===== src/rtl/adc_trig_gate.sv =====
module adc_trig_gate #(
  parameter int SYNC_STAGES = 2
) (
  input  logic       clk,
  input  logic       rst_n,
  input  logic [1:0] src_sel,
  input  logic       polarity,
  input  logic       edge_mode,
  input  logic       ext_en,
  input  logic       hmode,
  input  logic       clo_en,
  input  logic       chi_en,
  input  logic       trig_clear,
  input  logic       sw_trig,
  input  logic       ext_trig_in,
  input  logic       cmp_above_hi,
  input  logic       cmp_below_lo,
  output logic       conv_gate,
  output logic       trig_captured
);

  localparam int NS = (SYNC_STAGES < 2) ? 2 : SYNC_STAGES;

  logic [NS-1:0] ext_sh, hi_sh, lo_sh;
  logic ext_s, hi_s, lo_s;
  logic ana_q, ana_d;
  logic cond_q, cond_now, raw_ext, fire;
  logic cap_q;

  always_ff @(posedge clk or negedge rst_n) begin
    if (!rst_n) begin
      ext_sh <= '0;
      hi_sh  <= '0;
      lo_sh  <= '0;
    end else begin
      ext_sh <= {ext_sh[NS-2:0], ext_trig_in};
      hi_sh  <= {hi_sh[NS-2:0], cmp_above_hi};
      lo_sh  <= {lo_sh[NS-2:0], cmp_below_lo};
    end
  end

  assign ext_s = ext_sh[NS-1];
  assign hi_s  = hi_sh[NS-1];
  assign lo_s  = lo_sh[NS-1];

  always_comb begin
    if (chi_en && clo_en)  ana_d = !hi_s && !lo_s;
    else if (clo_en)       ana_d = lo_s;
    else if (chi_en)       ana_d = hi_s;
    else if (!hmode)       ana_d = hi_s ? 1'b1 : (lo_s ? 1'b0 : ana_q);
    else                   ana_d = lo_s ? 1'b1 : (hi_s ? 1'b0 : ana_q);
  end

  assign raw_ext  = src_sel[0] ? ana_q : ext_s;
  assign cond_now = ext_en & src_sel[1] & (raw_ext ^ polarity);
  assign fire     = (src_sel == 2'b01) ? sw_trig : (cond_now & ~cond_q);

  always_ff @(posedge clk or negedge rst_n) begin
    if (!rst_n) begin
      ana_q  <= 1'b0;
      cond_q <= 1'b0;
      cap_q  <= 1'b0;
    end else begin
      ana_q  <= ana_d;
      cond_q <= cond_now;
      cap_q  <= !trig_clear && (cap_q || fire);
    end
  end

  assign trig_captured = cap_q;
  assign conv_gate = (src_sel == 2'b00) ? 1'b0 :
                     ((src_sel == 2'b01) || edge_mode) ? cap_q : cond_q;

endmodule


===== config.mk =====
export PLATFORM = sky130hd
export DESIGN_NAME = adc_trig_gate
export DESIGN_NICKNAME = d
export VERILOG_FILES = /design/src/rtl/adc_trig_gate.sv
export SDC_FILE = /design/constraint.sdc
export NUM_CORES = 1
export LEC_CHECK = 0
export ABC_CLOCK_PERIOD_IN_PS = 1300
export CORE_AREA = 2 2 39 41
export DETAILED_ROUTE_END_ITERATION = 12
export DIE_AREA = 0 0 41 43
export PLACE_DENSITY = 0.62
export RECOVER_POWER = 100
export SETUP_SLACK_MARGIN = 0.4
export SKIP_LAST_GASP = 1
export SYNTH_ARGS = -nofsm -noshare
export SYNTH_HDL_FRONTEND = slang
export SYNTH_SLANG_ARGS = --single-unit

===== constraint.sdc =====
create_clock -name clk -period 1.3 [get_ports clk]
set_input_delay 0.195 -clock clk [delete_from_list [all_inputs] [get_ports clk]]
set_output_delay 0.195 -clock clk [all_outputs]
set_load 0.1 [all_outputs]

# [Word level (Yosys, flattened, before mapping)]
# Cells that the tools add are included.
[op_classes] muxes=12 n_bitwise=5 n_eq_ne=1 n_reduce_logical=10
[ops] operator="$mux W1" n=12
[ops] operator="$reduce_bool A5 Y1" n=1
[ops] operator="$and A1 B1 Y1" n=3
[ops] operator="$logic_and A1 B1 Y1" n=3
[ops] operator="$logic_not A1 Y1" n=3
[ops] operator="$eq A2 B1 Y1 const B" n=1
[ops] operator="$logic_not A2 Y1" n=1
[ops] operator="$logic_or A1 B1 Y1" n=2
[ops] operator="$not A1 Y1" n=1
[ops] operator="$xor A1 B1 Y1" n=1
[word_totals] out_inout_bits=2 regBits=9 inputBits=15 elab_cells=34

# [Longest topological paths before layout]
[depth] ltp_word=7 ltp_mapped=3 ltp_nobuf=3

# [Worst setup path after synthesis]
# OpenSTA, ideal clock, no wires.
[synth_timing] path_type="register -> output" start="register cap_q, in the netlist trig_captured" end="output conv_gate" n_path_buf=0 path_stages_with_launch=3 path_slack_ps=-864 t_arrival_ps=1969 required_time_ps=1105 cell_sequence="dfrtp_1 mux2_2 a22o_1"
[synth_via] elab_chain_len=2
[synth_rtl] item="start: declaration" line_no="28" text="logic cap_q;"
[synth_rtl] item="start signal: assignment" line_no="66" text="cap_q <= !trig_clear && (cap_q || fire);"
[synth_rtl] item="$mux W1" line_no="72" text="((src_sel == 2'b01) || edge_mode) ? cap_q : cond_q;"
[synth_rtl] item="$mux W1" line_no="71" text="assign conv_gate = (src_sel == 2'b00) ? 1'b0 :"
[synth_rtl] item="end: declaration" line_no="18" text="output logic conv_gate,"
# No other way between the ends.

# [Worst setup path in the final report]
# Ends and elaborated chain as after synthesis.

==> impl_metrics.csv <==
group,metric,value,unit
global_routing,grt_util_all_layers,0.09704,
synth,synth_xor_area_frac,0.02473,
synth,ys_seq_area_frac,0.6360,
floorplan,row_count,14,
pwr,vdd_drop_max,479.1,uV
worst_setup_path,reg2reg_from,"cond_q",
sta,rsz0062_at_grt,"yes",
detailed_routing,wl_per_cell,11.02,um
final_layout,area.growth.synth_to_final,74.56,%
worst_setup_path,reg2reg_slack,320,ps
global_routing,grt_max_degree,10,
floorplan,core-area,1384,um^2
detailed_routing,drc,0,
synth,synth_cells,26,
final_layout,postLayoutCellArea,618.1,um^2
final_layout,post-route-util,0.4467,
place,pre_cts_slack,-278.9,ps
clock_network,cts_sinks,9,
global_routing,grt_pass1_wl,1028,um
sta,finalClockSkew,0.7435,ps
global_routing,busiest_layer,"met2",
global_routing,grt_util_met3,0.02618,
pwr,p_per_area,1133,nW/um^2
floorplan,fp.dieW,41,um
floorplan,boundaryPins,17,
place,dp_hpwl,591.3,um
worst_setup_path,cp.required,1110,ps
worst_setup_path,r2r-end,"trig_captured",
final_layout,drive_above_1_share,0.3061,
synth,synth.area.mux_share,0.08834,
worst_setup_path,reg2regPathDepth,2,
detailed_routing,dr.pass1.iters,4,
detailed_routing,vias_per_cell,4.523,
clock_network,worstSkewPairLatency,260,ps
synth,synth_warnings,0,
global_routing,overflow,0,
floorplan,die-area,1763,um^2
clock_network,clkTransAtPathRegs,60,ps
global_routing,use_met2,0.1313,
clock_network,htreeDepth,1,
place,io_buffers,16,
sta,slew_headroom,0.7386,
place,dpl.cell_count,60,
sta,layout_min_cycle_time,1572,ps
place,dpl-instance-area,585.6,um^2
detailed_routing,finalWirelength,716,um
clock_network,cts_buffers,3,
final_layout,fin_cells,65,
hold_path,hp-class,"in2async",
synth,synth_compound_area_frac,0.1555,
worst_setup_path,crit_arrival,1380,ps
final_layout,fin_nets,65,
floorplan,die_y,43,um
worst_setup_path,path_max_fanout,2,
sta,fmax,636.0,MHz
detailed_routing,via_count,294,
worst_setup_path,start_kind,"flip-flop",
synth,ys_ff_latch,9,
synth,syn-num-nets,41,
pwr,p_leak,0.2772,nW
worst_setup_path,crit_type,"reg2out",
synth,synth-simple-area-share,0.07420,
sta,final.setup.worst_slack,-272.4,ps
synth,synth.cell_area,354.1,um^2
global_routing,use_met1,0.1020,
final_layout,diodes,0,
place,place.gp.congestion,0.6199,
sta,hold_viol,0,
worst_setup_path,cp-end-kind,"primary output",
sta,setup_viol,1,
sta,maxSlewViolCount,0,
outcome,failed_checks,"negative setup slack",
clock_network,cts_tree,"built",
sta,fin_crit_sh,1.210,
detailed_routing,drt-initial-drc-count,3,
floorplan,initial_core_util,0.2559,
clock_network,clock-root-buffer,"clkbuf_4",
sta,worstMarginPinSlew,390.8,ps
synth,ys_types,15,
synth,postSynthAreaPerCell,13.62,um^2
global_routing,grt_pass1_vias,271,
clock_network,clockBufferDepth,2,
worst_setup_path,cp-startpoint,"trig_captured",
detailed_routing,postRouteAntennaNets,0,
global_routing,antenna_found_initial,0,
synth,synth_top_family_by_area,"compound AO/OA/AOI/OAI gates",
synth,synth_adder_area_share,0,
outcome,status,"complete, but fails checks",
run,cap_violations,0,
-- stage by stage --
step	hold slack, ps	power, W	TNS (ps)
after floorplan	-100.6	0.0003993	-146.2
after global placement	335.1	0.0004909	-403.4
after detailed placement	336.5	0.0004934	-422.7
after CTS	224.6	0.0007232	-293.8
after global routing	330.1	0.0007363	-311.7
final	291.8	0.0007002	-272.4
-- where the power goes --
group	total (W)	internal [W]	switching, W
clock network	0.000214	0.000114	0.000101
logic	0.000178	0.0000921	0.0000861
registers	0.000308	0.000300	0.00000767
-- synthesized netlist by cell type (all sizes together) --
master,number,area [um^2]
a21oi,1,5.000
a22o,1,8.760
a32oi,1,8.760
dfrtp,9,225.2
inv,2,7.510
mux2,1,11.26
mux2i,2,20.02
nand2,1,3.750
nor2,2,7.510
nor2b,1,8.760
o211ai,1,7.510
o221ai,1,8.760
o32ai,1,16.27
or2,1,6.260
xor2,1,8.760
-- worst max-delay path, cell delays in order, from the launching register on --
cell,delay (ps)
dfrtp_4,470
mux2_4,270
a22o_4,220
buf_12,160
-- how the worst max path moves through the flow --
stage / end / slack [ps] / depth (start not counted)
finish: conv_gate / -270 / 3
detailed placement: conv_gate / -280 / 4
floorplan: conv_gate / -150 / 2
global placement: conv_gate / -260 / 4
global route: conv_gate / -310 / 3
CTS: conv_gate / -290 / 3
-- layout make-up --
class	instances	area [um^2]
inverters	2	7.507
clock buffers	3	22.52
flip-flops and latches	9	229.0
fillers	136	765.7
clock inverters	1	5.005
repair buffers	19	201.4
multi-input cells	15	132.6
well taps	16	20.02
-- routing by layer --
| layer | wire length, um | vias to the layer above | part of all wire |
|---|---|---|---|
| met5 | 0 | - | 0 |
| met4 | 12 | 0 | 0.017 |
| met3 | 115 | 2 | 0.16 |
| met2 | 343 | 25 | 0.48 |
| met1 | 245 | 129 | 0.34 |
| li1 | - | 138 | - |
-- what timing repair did --
action / 4_1_cts / 5_1_grt
hold buffers: 0 / 0
buffers inserted: 1 / 0
resized for setup: 3 / 0
setup endpoints to repair: 5 / 5
pin swaps: 4 / 1
endpoints found under the hold margin: 0 / 0
-- cell families (layout without fill, tap and decap cells) --
| kind of cell | count (synthesis) | after routing |
|---|---|---|
| compound gates | 6 | 6 |
| xor+xnor | 1 | 1 |
| buf+inv | 2 | 25 |
| flops | 9 | 9 |
| mux | 3 | 3 |
| simple gates | 5 | 5 |
-- flip-flops by register name, indices dropped and copies added, names as in the netlist --
register	count
ana_q	1
trig_captured	1
hi_sh	2
lo_sh	2
ext_sh	2
cond_q	1
-- placed cells by master (no fill, tap or decap), types with 2 or more instances in the layout --
master,count
mux2i_1,2
clkdlybuf4s50_1,9
buf_4,2
dlygate4sd3_1,4
dfrtp_1,8
nor2_1,2
inv_1,2
clkbuf_4,4
buf_12,2
No activity file was read; power rests on OpenSTA's default activity.
